`config.mk`:
```
export PLATFORM = sky130hd
export DESIGN_NAME = link_train_sup
export DESIGN_NICKNAME = d
export VERILOG_FILES = /design/src/rtl/lts_pkg.sv /design/src/rtl/lts_dpath.sv /design/src/rtl/lts_ctrl.sv /design/src/rtl/link_train_sup.sv
export SDC_FILE = /design/constraint.sdc
export NUM_CORES = 1
export LEC_CHECK = 0
export BUFFER_PORTS_ARGS = -buffer_cell sky130_fd_sc_hd__buf_2
export CORE_AREA = 2 2 83 85
export CTS_CLUSTER_DIAMETER = 200
export DETAILED_ROUTE_END_ITERATION = 8
export DIE_AREA = 0 0 85 87
export PLACE_DENSITY = 0.77
export SYNTH_ARGS = -nofsm -noshare
export SYNTH_HDL_FRONTEND = slang
export SYNTH_SLANG_ARGS = --single-unit
```
`constraint.sdc`:
```
create_clock -name clk -period 3.1 [get_ports clk]
set_clock_uncertainty 0.1 [all_clocks]
set_input_delay 0.62 -clock clk [delete_from_list [all_inputs] [get_ports clk]]
set_output_delay 0.62 -clock clk [all_outputs]
set_load 0.03 [all_outputs]
```
`src/rtl/lts_pkg.sv`:
```
package lts_pkg;

  typedef enum logic [3:0] {
    S_IDLE, S_CHECK, S_RDRX, S_EVAL, S_RDOV1, S_WROV1,
    S_HOLD, S_RDOV2, S_WROV2, S_WAIT, S_DONE
  } ltsState_e;

  typedef struct packed {
    logic loadPoll;
    logic loadHold;
    logic cntClr;
    logic cntInc;
    logic capture;
  } ltsStrobe_t;

  localparam logic [15:0] RX_STAT_REG = 16'h100D;
  localparam logic [15:0] OVRD_REG    = 16'h1005;
  localparam logic [15:0] OVRD_MASK   = 16'h0028;
  localparam logic [5:0]  STUCK_STATE = 6'h0D;
  localparam int          UP_BIT      = 4;
  localparam int          TRAIN_BIT   = 29;

endpackage

```
`src/rtl/lts_dpath.sv`:
```
module lts_dpath
  import lts_pkg::*;
#(
  parameter int POLL_CYC  = 1000,
  parameter int HOLD_CYC  = 300000,
  parameter int MAX_POLLS = 4000
) (
  input  logic        clk,
  input  logic        rstN,
  input  ltsStrobe_t  strobe,
  input  logic [15:0] phyRdata,
  output logic        timerZero,
  output logic        pollLast,
  output logic        rxValid,
  output logic [15:0] ovSet,
  output logic [15:0] ovClr
);
  localparam int TMR_MAX = (POLL_CYC > HOLD_CYC) ? POLL_CYC : HOLD_CYC;
  localparam int TW      = $clog2(TMR_MAX + 1);
  localparam int CW      = $clog2(MAX_POLLS + 1);

  logic [TW-1:0] tmr;
  logic [CW-1:0] pollCnt;
  logic [15:0]   capReg;

  always_ff @(posedge clk) begin
    if (!rstN) begin
      tmr <= '0;
    end else if (strobe.loadPoll) begin
      tmr <= TW'(POLL_CYC - 1);
    end else if (strobe.loadHold) begin
      tmr <= TW'(HOLD_CYC - 1);
    end else if (tmr != '0) begin
      tmr <= tmr - 1'b1;
    end
  end

  always_ff @(posedge clk) begin
    if (!rstN || strobe.cntClr) begin
      pollCnt <= '0;
    end else if (strobe.cntInc) begin
      pollCnt <= pollCnt + 1'b1;
    end
  end

  always_ff @(posedge clk) begin
    if (!rstN) begin
      capReg <= '0;
    end else if (strobe.capture) begin
      capReg <= phyRdata;
    end
  end

  assign timerZero = (tmr == '0);
  assign pollLast  = (pollCnt == CW'(MAX_POLLS - 1));
  assign rxValid   = capReg[0];
  assign ovSet     = capReg | OVRD_MASK;
  assign ovClr     = capReg & ~OVRD_MASK;


  poll_bound_chk: assert property (@(posedge clk) disable iff (!rstN)
    pollCnt < CW'(MAX_POLLS));


  hold_load_chk: assert property (@(posedge clk) disable iff (!rstN)
    strobe.loadHold |=> tmr == TW'(HOLD_CYC - 1));

endmodule

```
`src/rtl/lts_ctrl.sv`:
```
module lts_ctrl
  import lts_pkg::*;
(
  input  logic        clk,
  input  logic        rstN,
  input  logic        start,
  input  logic [31:0] dbgWord0,
  input  logic [31:0] dbgWord1,
  input  logic        phyAck,
  input  logic        phyErr,
  input  logic        timerZero,
  input  logic        pollLast,
  input  logic        rxValid,
  input  logic [15:0] ovSet,
  input  logic [15:0] ovClr,
  output ltsStrobe_t  strobe,
  output logic        phyReq,
  output logic        phyWe,
  output logic [15:0] phyAddr,
  output logic [15:0] phyWdata,
  output logic        done,
  output logic        linkOk,
  output logic        timeout
);
  ltsState_e st, nxt;
  logic setOk, setTo, clrRes;
  logic linkUp, stuck, accessSt;
  logic unusedDbg;

  assign unusedDbg = ^{dbgWord0[31:6], dbgWord1[31:30], dbgWord1[28:5], dbgWord1[3:0]};
  assign linkUp    = dbgWord1[UP_BIT] && !dbgWord1[TRAIN_BIT];
  assign stuck     = (dbgWord0[5:0] == STUCK_STATE) && !rxValid;
  assign accessSt  = (st == S_RDRX) || (st == S_RDOV1) || (st == S_WROV1)
                   || (st == S_RDOV2) || (st == S_WROV2);

  always_comb begin
    nxt    = st;
    strobe = '0;
    setOk  = 1'b0;
    setTo  = 1'b0;
    clrRes = 1'b0;
    if (accessSt && phyAck && phyErr) begin
      nxt = S_DONE;
    end else begin
      case (st)
        S_IDLE, S_DONE: if (start) begin
          nxt = S_CHECK; strobe.cntClr = 1'b1; clrRes = 1'b1;
        end
        S_CHECK: if (linkUp) begin
          nxt = S_DONE; setOk = 1'b1;
        end else begin
          nxt = S_RDRX;
        end
        S_RDRX: if (phyAck) begin
          strobe.capture = 1'b1; nxt = S_EVAL;
        end
        S_EVAL: if (stuck) begin
          nxt = S_RDOV1;
        end else begin
          strobe.loadPoll = 1'b1; nxt = S_WAIT;
        end
        S_RDOV1: if (phyAck) begin
          strobe.capture = 1'b1; nxt = S_WROV1;
        end
        S_WROV1: if (phyAck) begin
          strobe.loadHold = 1'b1; nxt = S_HOLD;
        end
        S_HOLD: if (timerZero) nxt = S_RDOV2;
        S_RDOV2: if (phyAck) begin
          strobe.capture = 1'b1; nxt = S_WROV2;
        end
        S_WROV2: if (phyAck) begin
          strobe.loadPoll = 1'b1; nxt = S_WAIT;
        end
        S_WAIT: if (timerZero) begin
          if (pollLast) begin
            nxt = S_DONE; setTo = 1'b1;
          end else begin
            strobe.cntInc = 1'b1; nxt = S_CHECK;
          end
        end
        default: nxt = S_IDLE;
      endcase
    end
  end

  always_ff @(posedge clk) begin
    if (!rstN) begin
      st      <= S_IDLE;
      linkOk  <= 1'b0;
      timeout <= 1'b0;
    end else begin
      st <= nxt;
      if (clrRes) begin
        linkOk  <= 1'b0;
        timeout <= 1'b0;
      end else begin
        if (setOk) linkOk  <= 1'b1;
        if (setTo) timeout <= 1'b1;
      end
    end
  end

  always_comb begin
    done     = (st == S_DONE);
    phyReq   = accessSt;
    phyWe    = (st == S_WROV1) || (st == S_WROV2);
    phyAddr  = '0;
    phyWdata = '0;
    if (st == S_RDRX) phyAddr = RX_STAT_REG;
    else if (accessSt) phyAddr = OVRD_REG;
    if (st == S_WROV1) phyWdata = ovSet;
    else if (st == S_WROV2) phyWdata = ovClr;
  end


  req_hold_chk: assert property (@(posedge clk) disable iff (!rstN)
    phyReq && !phyAck |=> phyReq && $stable(phyAddr) && $stable(phyWe) && $stable(phyWdata));


  done_quiet_chk: assert property (@(posedge clk) disable iff (!rstN)
    done |-> !phyReq);


  err_abort_chk: assert property (@(posedge clk) disable iff (!rstN)
    phyReq && phyAck && phyErr |=> done && !linkOk && !timeout);


  result_excl_chk: assert property (@(posedge clk) disable iff (!rstN)
    (linkOk || timeout) |-> done && !(linkOk && timeout));


  up_finish_chk: assert property (@(posedge clk) disable iff (!rstN)
    (st == S_CHECK) && linkUp |=> done && linkOk);

endmodule

```
`src/rtl/link_train_sup.sv`:
```
module link_train_sup
  import lts_pkg::*;
#(
  parameter int CLK_PER_US = 100,
  parameter int POLL_US    = 10,
  parameter int HOLD_US    = 3000,
  parameter int MAX_POLLS  = 4000
) (
  input  logic        clk,
  input  logic        rstN,
  input  logic        start,
  input  logic [31:0] dbgWord0,
  input  logic [31:0] dbgWord1,
  output logic        phyReq,
  output logic        phyWe,
  output logic [15:0] phyAddr,
  output logic [15:0] phyWdata,
  input  logic        phyAck,
  input  logic        phyErr,
  input  logic [15:0] phyRdata,
  output logic        done,
  output logic        linkOk,
  output logic        timeout
);
  localparam int POLL_CYC = CLK_PER_US * POLL_US;
  localparam int HOLD_CYC = CLK_PER_US * HOLD_US;

  ltsStrobe_t  strobe;
  logic        timerZero, pollLast, rxValid;
  logic [15:0] ovSet, ovClr;

  lts_ctrl ctrl_i (
    .clk(clk), .rstN(rstN), .start(start),
    .dbgWord0(dbgWord0), .dbgWord1(dbgWord1),
    .phyAck(phyAck), .phyErr(phyErr),
    .timerZero(timerZero), .pollLast(pollLast), .rxValid(rxValid),
    .ovSet(ovSet), .ovClr(ovClr), .strobe(strobe),
    .phyReq(phyReq), .phyWe(phyWe), .phyAddr(phyAddr), .phyWdata(phyWdata),
    .done(done), .linkOk(linkOk), .timeout(timeout)
  );

  lts_dpath #(
    .POLL_CYC(POLL_CYC), .HOLD_CYC(HOLD_CYC), .MAX_POLLS(MAX_POLLS)
  ) dpath_i (
    .clk(clk), .rstN(rstN), .strobe(strobe), .phyRdata(phyRdata),
    .timerZero(timerZero), .pollLast(pollLast), .rxValid(rxValid),
    .ovSet(ovSet), .ovClr(ovClr)
  );

endmodule

```
==> reports/qor.txt, run 1 <==
Achievable Freq - 357 MHz
antenna violations before repair - 0
CP Capture Point - phyWdata[7]
arrival time worst endpoint - 2080 ps
drt first pass iters - 4
worst vdd ir - 0.000371 V
NumNets Final - 469
wire per inst - 12.9 um
grt ovf - 0
gpl congestion - 0.847
via count - 2507
CP peak stage delay - 620 ps
pwr dens - 779 nW/um2
vias in the first global route - 2247
# port buffers - 51
die height - 87 um
I/O pin total - 122
Pleak - 0.00142 uW
Worst Max-Slew Pin Slew - 787 ps
largest net degree at the start of global routing - 25
Worst R2R Setup Slack - 660 ps
Min-Delay Path Depth - 2
post_cts resized - 0
Via density - 5.43
status - completed
Initial DRC Count - 121
Rows - 30
Area Growth Syn to Fin - 10.8%
cell family with most CP delay - flip-flops
sequential-to-total area share from yosys stat - 34.8%
area occupied by multi-input gates - 1720 um2
Post-Syn Area - 2930 um2
Worst R2R End - dpath_i.pollCnt[5]
share of layout cells above drive strength 1 - 20.7%
Slowest cell on crit path - dfxtp_1
WL final - 5950 um
Die Width - 85 um
MaxCap Viol Count - 0
Clk Latency, worst-skew pair - 310 ps
Power Total - 2530 uW
crit-path cells - nor2b_1 -> a22oi_1 -> nor2_1 -> buf_4 -> and2_1 -> buf_2
first-pass GRT wire length - 9790 um
GRT Total Usage - 15.8%
Crit path depth - 6
minimum clock period - 2800 ps
Worst-path clk slew - 100 ps
TritonCTS clock tree - done
full die area - 7400 um2
Syn Area/Cell - 8.58 um2
Reg2Reg Depth - 7
fraction of registers with async set/reset - 0%
launch point of the worst reg-to-reg path - dpath_i.tmr[0]
Final Cycle Share - 90.3%
Fin Setup TNS - 0 ps
total CTS buffers - 5
initial core utilization - 44.6%
Hold WC Path Type - flop to flop
CP Max Fanout - 16
placed cell count - 454
Final setup viols - 0
antenna cell count - 0
Synthesis Warnings - 0
CTS root buffer - clkbuf_8
Clock Path Buffers - 2
Register Area - 1020 um2
Post-CTS Hold Buffers - 0
DP HPWL - 4270 um
CP Data Required Time - 2380 ps
Main synth FF type - dfxtp_1
Final Hold Fails - 0
kind of critical path - flop to output port
Buf/Inv on CP - 2
# DRC - 0
Finished Layout Cells - 462
Fillers - 618
Setup crit start - ctrl_i.st[2]
Post-synth EDFFs - 0
Gate Count Post-Synth - 342
Yosys cell types - 57
CTS H-tree depth - 2
Post-CTS Setup Bufs - 0
Worst setup SP type - flop
CTS Sinks - 51
RSZ-0062 raised after global routing - false
final-report max-slew violation count - 0
Post-DRT Antenna Nets - 0
Critical Path Sink Type - output port
CORE AREA - 6570 um2
Slew Limit Headroom - 47.2%
Yosys reg bits - 51
worst reg2reg max path: stages, from the launching register on:
cell     delay, ps
dfxtp_1        340
inv_1          110
ha_1           170
nor4b_2        350
nand4_4        330
nor4_4         570
a31oi_1        160
a41o_1         220
layer usage:
layer	GRT usage [%]	share of wire [%]
met1	20.2	46
met2	26.6	47
met3	3.60	5.6
met4	4.91	1.4
met5	0	0
metrics by stage:
stage | utilization [%] | worst slack (ps) | area (um2) | hold WS (ps)
finish | 49.4 | 300 | 3250 | 384
global route | 49.4 | 115 | 3250 | 409
CTS | 49.4 | 286 | 3250 | 387
detailed placement | 48.0 | 645 | 3150 | 361
global placement | 48.0 | 686 | 3150 | 354
floorplan | - | 454 | 2970 | 346
logic make-up (layout without fill, tap and decap cells):
logic type	count (synthesis)	count (layout)	share of synthesized area, %
simple gates	144	144	29.9
compound gates	64	64	14.2
flops	51	51	34.8
buf+inv	42	71	7.85
xor+xnor	19	19	5.67
mux	18	18	6.14
fa+ha+maj	3	3	1.28
other cells	1	12	0.128
power breakdown:
group          internal [uW]  switching, uW
logic                    457            719
registers                777            163
clock network            168            246
total                   1400           1130
registers in the layout, summed over array words and instances (netlist names):
register / cells
dpath_i.tmr: 19
ctrl_i.st: 4
ctrl_i.timeout: 1
dpath_i.pollCnt: 12
dpath_i.capReg: 14
ctrl_i.linkOk: 1
worst min path at each step:
stage / endpoint / slack [ps] / start
after floorplan: dpath_i.pollCnt[11] / 350 / dpath_i.pollCnt[11]
after global placement: ctrl_i.linkOk / 350 / ctrl_i.linkOk
after detailed placement: ctrl_i.linkOk / 360 / ctrl_i.linkOk
after CTS: ctrl_i.linkOk / 390 / ctrl_i.linkOk
after global routing: dpath_i.pollCnt[11] / 410 / dpath_i.pollCnt[11]
final: ctrl_i.linkOk / 380 / ctrl_i.linkOk
area by class of cell:
type,instances,area share [%]
clock inverters,3,0.847
inverters,10,1.16
well taps,80,3.08
multi-input cells,260,53.0
clock buffers,5,2.12
flip-flops and latches,51,31.4
repair buffers,53,8.32
Yosys cell counts, types with 10 or more instances:
master	count	area (um2)
and2_1	15	93.8
nor3_1	11	55.1
mux2i_1	18	180
o21ai_0	11	55.1
nor2_1	36	135
xor2_1	10	87.6
buf_4	15	113
dfxtp_1	51	1020
a21oi_1	22	110
nand2_1	18	67.6
inv_1	10	37.5
nand3_1	16	80.1
cells in the final DEF, fill, tap and decap left out, drive strengths merged, types with 4 or more instances in the layout:
master	synthesis	routed
nor2b	4	4
inv	10	12
xor2	10	10
a31oi	8	8
and2	16	16
buf	23	53
xnor2	9	9
nor4	8	8
conb	1	12
dfxtp	51	51
nand3	16	16
a21o	5	5
mux2i	18	18
a21oi	22	22
nor3	13	13
clkbuf	9	5
nand2	18	18
o21ai	11	11
nor2	36	36
No activity file was read; power rests on OpenSTA's default activity.
==> run 2, diff against run 1 <==
--- a/config.mk
+++ b/config.mk
@@ -6,11 +6,12 @@
 export NUM_CORES = 1
 export LEC_CHECK = 0
 export BUFFER_PORTS_ARGS = -buffer_cell sky130_fd_sc_hd__buf_2
-export CORE_AREA = 2 2 83 85
+export CORE_AREA = 2 2 69 103
 export CTS_CLUSTER_DIAMETER = 200
 export DETAILED_ROUTE_END_ITERATION = 8
-export DIE_AREA = 0 0 85 87
-export PLACE_DENSITY = 0.77
+export DIE_AREA = 0 0 71 105
+export PLACE_DENSITY = 0.8
+export REMOVE_ABC_BUFFERS = 1
 export SYNTH_ARGS = -nofsm -noshare
 export SYNTH_HDL_FRONTEND = slang
 export SYNTH_SLANG_ARGS = --single-unit
==> run 2 against run 1 <==
  * First-iteration DRC count grew 5.0%
  * Utilization increased by 0.19 points
  * Via count fell by 0.12%
  * Combinational power hardly changed
  * Critical path depth down 1
  * Sequential share of layout area increased by 0.061 points
  * Highest routed layer unchanged
==> reports/qor.txt, run 2 (same netlist as run 1, synthesis figures left out) <==
initial core utilization - 44.9% (+0.26 points)
via count - 2504 (-0.12%)
Slew Limit Headroom - 48.2% (+1.0 points)
Worst setup SP type - flop
Area Growth Syn to Fin - 10.5%
Top reg by flops - dpath_i.tmr
CTS Sinks - 51 (unchanged)
final-report max-slew violation count - 0 (unchanged)
switching portion of total power - 44.0% (-0.61 points)
Finished Layout Cells - 459 (-0.65%)
Rows - 36 (+20%)
post_cts resized - 0 (unchanged)
Worst-path clk slew - 100 ps (about the same)
most frequent cells in the layout - 51 x dfxtp_1, 51 x buf_2, 35 x nor2_1
met2 wire len - 3140 um (+13%)
Worst Max-Slew Pin Slew - 772 ps (-15.0 ps)
largest net degree at the start of global routing - 25 (unchanged)
post-route cell area - 3240 um2 (-0.19%)
wire per inst - 13.3 um (+3.6%)
Clk Latency, worst-skew pair - 300 ps (about the same)
NumNets Final - 470 (+0.21%)
TritonCTS clock tree - done
kind of critical path - flop to output port
Pleak - 0.00142 uW (about the same)
setup ws final - 282 ps (-17.6 ps)
die height - 105 um (+21%)
Initial DRC Count - 127 (+5.0%)
minimum clock period - 2820 ps (+17.6 ps)
vias in the first global route - 2341 (+4.2%)
antenna cell count - 0 (unchanged)
Switch Pwr - 1090 uW (-3.1%)
Final Cycle Share - 90.9% (+0.57 points)
biggest regs - dpath_i.tmr: 19 flops, dpath_i.capReg: 14 flops, dpath_i.pollCnt: 12 flops
Power Total - 2490 uW (-1.7%)
M1 WL - 2640 um (-4.1%)
Final setup viols - 0 (unchanged)
# DRC - 0 (unchanged)
Final Hold Fails - 0 (unchanged)
MaxCap Viol Count - 0 (unchanged)
placed cell count - 451 (-0.66%)
# port buffers - 51 (unchanged)
max reg flops - 19 (unchanged)
share of layout cells above drive strength 1 - 20.9% (+0.21 points)
CORE AREA - 6530 um2 (-0.57%)
RSZ-0062 raised after global routing - false
Flop pwr share - 37.6% (+0.4 points)
Fillers - 603 (-2.4%)
Cell Area, Placed - 3150 um2 (about the same)
status - completed
Via density - 5.46 (+0.53%)
gpl congestion - 0.841 (-0.64%)
drt first pass iters - 4 (unchanged)
full die area - 7460 um2 (+0.81%)
DR top layer - met4
clock power share - 15.0% (-1.4 points)
met3 routed wirelength - 246 um (-27%)
antenna violations before repair - 0 (unchanged)
I/O pin total - 122 (unchanged)
Comb power frac - 47.4% (+0.9 points)
Achievable Freq - 355 MHz (-0.63%)
Clock Path Buffers - 2 (unchanged)
Post-DRT Antenna Nets - 0 (unchanged)
first-pass GRT wire length - 10500 um (+7.3%)
CP Data Required Time - 2380 ps (about the same)
arrival time worst endpoint - 2100 ps (+20 ps)
worst vdd ir - 0.000341 V (-8.3%)
Post-Place Worst Slack - 391 ps (-253 ps)
WL final - 6130 um (+2.9%)
Int Power - 1390 uW (-0.65%)
Hold WC Path Type - flop to flop
Post-CTS Hold Buffers - 0 (unchanged)
Critical Path Sink Type - output port
total CTS buffers - 5 (unchanged)
CTS H-tree depth - 2 (unchanged)
CTS root buffer - clkbuf_8
CP Max Fanout - 15 (-1)
GRT Total Usage - 17.0% (+1.2 points)
grt ovf - 0 (unchanged)
pwr dens - 767 nW/um2 (-1.6%)
DP HPWL - 4540 um (+6.4%)
Die Width - 71 um (-16%)
Post-CTS Setup Bufs - 0 (unchanged)
## run 2: through the flow
step / util (%) / setup TNS, ps / hold slack, ps
after floorplan: - / -8840 / 346
after global placement: 48.3 / 0 / 351
after detailed placement: 48.3 / 0 / 370
after CTS: 49.6 / 0 / 385
after global routing: 49.6 / 0 / 417
final: 49.6 / 0 / 383
## run 2: layout make-up
class | instances | area (um2) | area share [%]
multi-input combinational | 260 | 1730 | 53.2
sequential | 51 | 1020 | 31.5
timing repair buffer | 54 | 278 | 8.57
tap | 76 | 95.1 | 2.93
clock buffer | 6 | 72.6 | 2.24
inverter | 10 | 37.5 | 1.16
clock inverter | 2 | 12.5 | 0.386
## run 2: path summary, 6_finish.rpt
| check | startpoint | endpoint | slack (ps) | cells after the start |
|---|---|---|---|---|
| max reg2reg | dpath_i.tmr[0] | dpath_i.pollCnt[9] | 670 | 7 |
| max | ctrl_i.st[2] | phyWdata[9] | 280 | 5 |
| min | dpath_i.pollCnt[11] | dpath_i.pollCnt[11] | 380 | 2 |
| min reg2reg | dpath_i.pollCnt[11] | dpath_i.pollCnt[11] | 380 | 2 |
## run 2: metal layers
layer,GRT usage [%],vias up
li1,-,1267
met1,20.5,1163
met2,28.9,66
met3,3.47,8
met4,7.28,0
met5,0,-
## run 2: critical path, cell delays in order, from the launching register on
cell and delay [ps]:
dfxtp_1 470, nor2b_1 340, a22oi_1 150, nor2_2 430
and2_1 210, buf_2 190
## run 2: power by group through the flow
stage / Clock, uW / Sequential [uW] / Combinational [uW]
after CTS: 385 / 932 / 1180
after global placement: 0 / 936 / 1160
after floorplan: 0 / 919 / 939
after detailed placement: 0 / 945 / 1180
after global routing: 408 / 953 / 1310
final: 372 / 935 / 1180
==> run 3, diff against run 2 <==
--- a/config.mk
+++ b/config.mk
@@ -10,7 +10,7 @@
 export CTS_CLUSTER_DIAMETER = 200
 export DETAILED_ROUTE_END_ITERATION = 8
 export DIE_AREA = 0 0 71 105
-export PLACE_DENSITY = 0.8
+export PLACE_DENSITY = 0.73
 export REMOVE_ABC_BUFFERS = 1
 export SYNTH_ARGS = -nofsm -noshare
 export SYNTH_HDL_FRONTEND = slang
==> constraint.sdc (replaced) <==
create_clock -name clk -period 2.7 [get_ports clk]
set_clock_uncertainty 0.1 [all_clocks]
set_input_delay 0.54 -clock clk [delete_from_list [all_inputs] [get_ports clk]]
set_output_delay 0.54 -clock clk [all_outputs]
set_load 0.03 [all_outputs]
==> run 3 against run 2 <==
  * First-iteration DRC count shrank 28%
  * Utilization is 0.75 points higher
  * Combinational power rose by 18%
  * Hold slack worse by 19 ps
  * Sequential share of layout area fell by 0.43 points
  * Sequential power is 16% higher
  * Largest power group unchanged
  * Routed wire length up 1.1%
  * Highest routed layer unchanged
  * Clock power is 45% higher
  * Final area rose by 1.5%
==> reports/qor.txt, run 3 (same netlist as run 1, synthesis figures left out) <==
NumNets Final - 473 (+0.64%)
Post-Place Worst Slack - 374 ps (-18.0 ps)
Top reg by flops - dpath_i.tmr
Clk Latency, worst-skew pair - 300 ps (about the same)
DP HPWL - 4600 um (+1.3%)
Area Growth Syn to Fin - 12.2%
Hold WS - 365 ps (-18.6 ps)
Critical Path Sink Type - output port
# DRC - 0 (unchanged)
Post-DRT Antenna Nets - 0 (unchanged)
Reg2Reg Depth - 7 (unchanged)
CTS root buffer - clkbuf_8
Buf/Inv on CP - 2 (+1)
Final Cycle Share - 93.1%
Die Width - 71 um (unchanged)
Worst setup SP type - flop
Final setup viols - 0 (unchanged)
Slowest cell on crit path - dfxtp_1
launch point of the worst reg-to-reg path - dpath_i.tmr[0]
share of layout cells above drive strength 1 - 21.8% (+0.87 points)
CTS Sinks - 51 (unchanged)
Setup crit start - ctrl_i.st[0]
drt first pass iters - 4 (unchanged)
CORE AREA - 6530 um2 (unchanged)
gpl congestion - 0.828 (-1.5%)
setup ws final - 186 ps (-95.9 ps)
Initial DRC Count - 91 (-28%)
Via density - 5.44 (-0.25%)
post_cts resized - 0 (unchanged)
Pleak - 0.00145 uW (+2.2%)
vias in the first global route - 2460 (+5.1%)
Final Hold Fails - 0 (unchanged)
antenna cell count - 0 (unchanged)
Post-CTS Setup Bufs - 0 (unchanged)
arrival time worst endpoint - 1870 ps (-230 ps)
Crit path depth - 6 (+1)
Worst R2R End - dpath_i.pollCnt[5]
most common cell after layout, fill and taps aside - buf_2
# port buffers - 51 (unchanged)
Achievable Freq - 398 MHz
Post-CTS Hold Buffers - 0 (unchanged)
wire per inst - 13.4 um (+0.44%)
largest net degree at the start of global routing - 25 (unchanged)
final-report max-slew violation count - 0 (unchanged)
Worst Max-Slew Pin Slew - 751 ps (-21.6 ps)
WL final - 6190 um (+1.1%)
GRT Total Usage - 17.4% (+0.40 points)
I/O pin total - 122 (unchanged)
Slew Limit Headroom - 49.7% (+1.4 points)
Finished Layout Cells - 462 (+0.65%)
cell family with most CP delay - flip-flops
first-pass GRT wire length - 10900 um (+4.0%)
minimum clock period - 2510 ps
total CTS buffers - 5 (unchanged)
placed cell count - 454 (+0.67%)
pwr dens - 913 nW/um2 (+19%)
max reg flops - 19 (unchanged)
Clock Path Buffers - 2 (unchanged)
CP peak stage delay - 620 ps (+150 ps)
full die area - 7460 um2 (unchanged)
worst vdd ir - 0.000480 V (+41%)
die height - 105 um (unchanged)
Worst-path clk slew - 100 ps (about the same)
initial core utilization - 44.9% (unchanged)
status - completed
CP Max Fanout - 16 (+1)
most frequent CP cell - nor2_1
kind of critical path - flop to output port
CP Capture Point - phyWdata[4]
most frequent cells in the layout - 51 x buf_2, 50 x dfxtp_1, 36 x nor2_1
antenna violations before repair - 0 (unchanged)
biggest regs - dpath_i.tmr: 19 flops, dpath_i.capReg: 14 flops, dpath_i.pollCnt: 12 flops
Hold WC Path Type - primary input to flop
Worst R2R Setup Slack - 350 ps (-320 ps)
CTS H-tree depth - 2 (unchanged)
CP Data Required Time - 2060 ps (-320 ps)
Rows - 36 (unchanged)
RSZ-0062 raised after global routing - false
grt ovf - 0 (unchanged)
TritonCTS clock tree - done
via count - 2514 (+0.40%)
crit-path cells - nor2_1 -> a22oi_1 -> nor2_1 -> buf_4 -> and2_1 -> buf_2
MaxCap Viol Count - 0 (unchanged)
-- run 3: worst reg2reg max path, cell delays in order, from the launching register on --
cell and delay (ps):
dfxtp_1 340, inv_1 110, ha_1 150, nor4b_2 370
nand4_4 260, nor4_4 560, a31oi_1 160, a41o_1 210
-- run 3: power breakdown --
part | switching (uW) | internal, uW | total [uW]
clock network | 263 | 276 | 539
logic | 843 | 546 | 1390
registers | 183 | 893 | 1080
total | 1290 | 1710 | 3000
-- run 3: how the worst min path moves through the flow --
stage               slack (ps)                  end  cells after the start                start
floorplan                  350  dpath_i.pollCnt[11]                      2  dpath_i.pollCnt[11]
global route               370   dpath_i.capReg[14]                      3         phyRdata[14]
finish                     360   dpath_i.capReg[15]                      3         phyRdata[15]
global placement           350        ctrl_i.linkOk                      2        ctrl_i.linkOk
detailed placement         370        ctrl_i.linkOk                      2        ctrl_i.linkOk
CTS                        360   dpath_i.capReg[15]                      3         phyRdata[15]
-- run 3: per-stage QoR --
step | util (%) | power (uW) | TNS, ps | area (um2)
after floorplan | - | 2130 | -17260 | 2780
after global placement | 48.6 | 2440 | 0 | 3180
after detailed placement | 48.6 | 2470 | 0 | 3180
after CTS | 50.4 | 3010 | 0 | 3290
after global routing | 50.4 | 3230 | 0 | 3290
final | 50.4 | 3000 | 0 | 3290
-- run 3: layout make-up --
type	instances	area, um2
timing repair buffer	57	300
sequential	51	1020
clock buffer	5	68.8
fill	591	3240
tap	76	95.1
clock inverter	3	43.8
inverter	10	37.5
multi-input combinational	260	1720
-- run 3: per-layer routing --
metal	track usage, %	share of wire, %	vias to the layer above
li1	-	-	1268
met1	20.8	43	1182
met2	31.2	52	56
met3	2.51	3.4	8
met4	6.06	1.7	0
met5	0	0	-
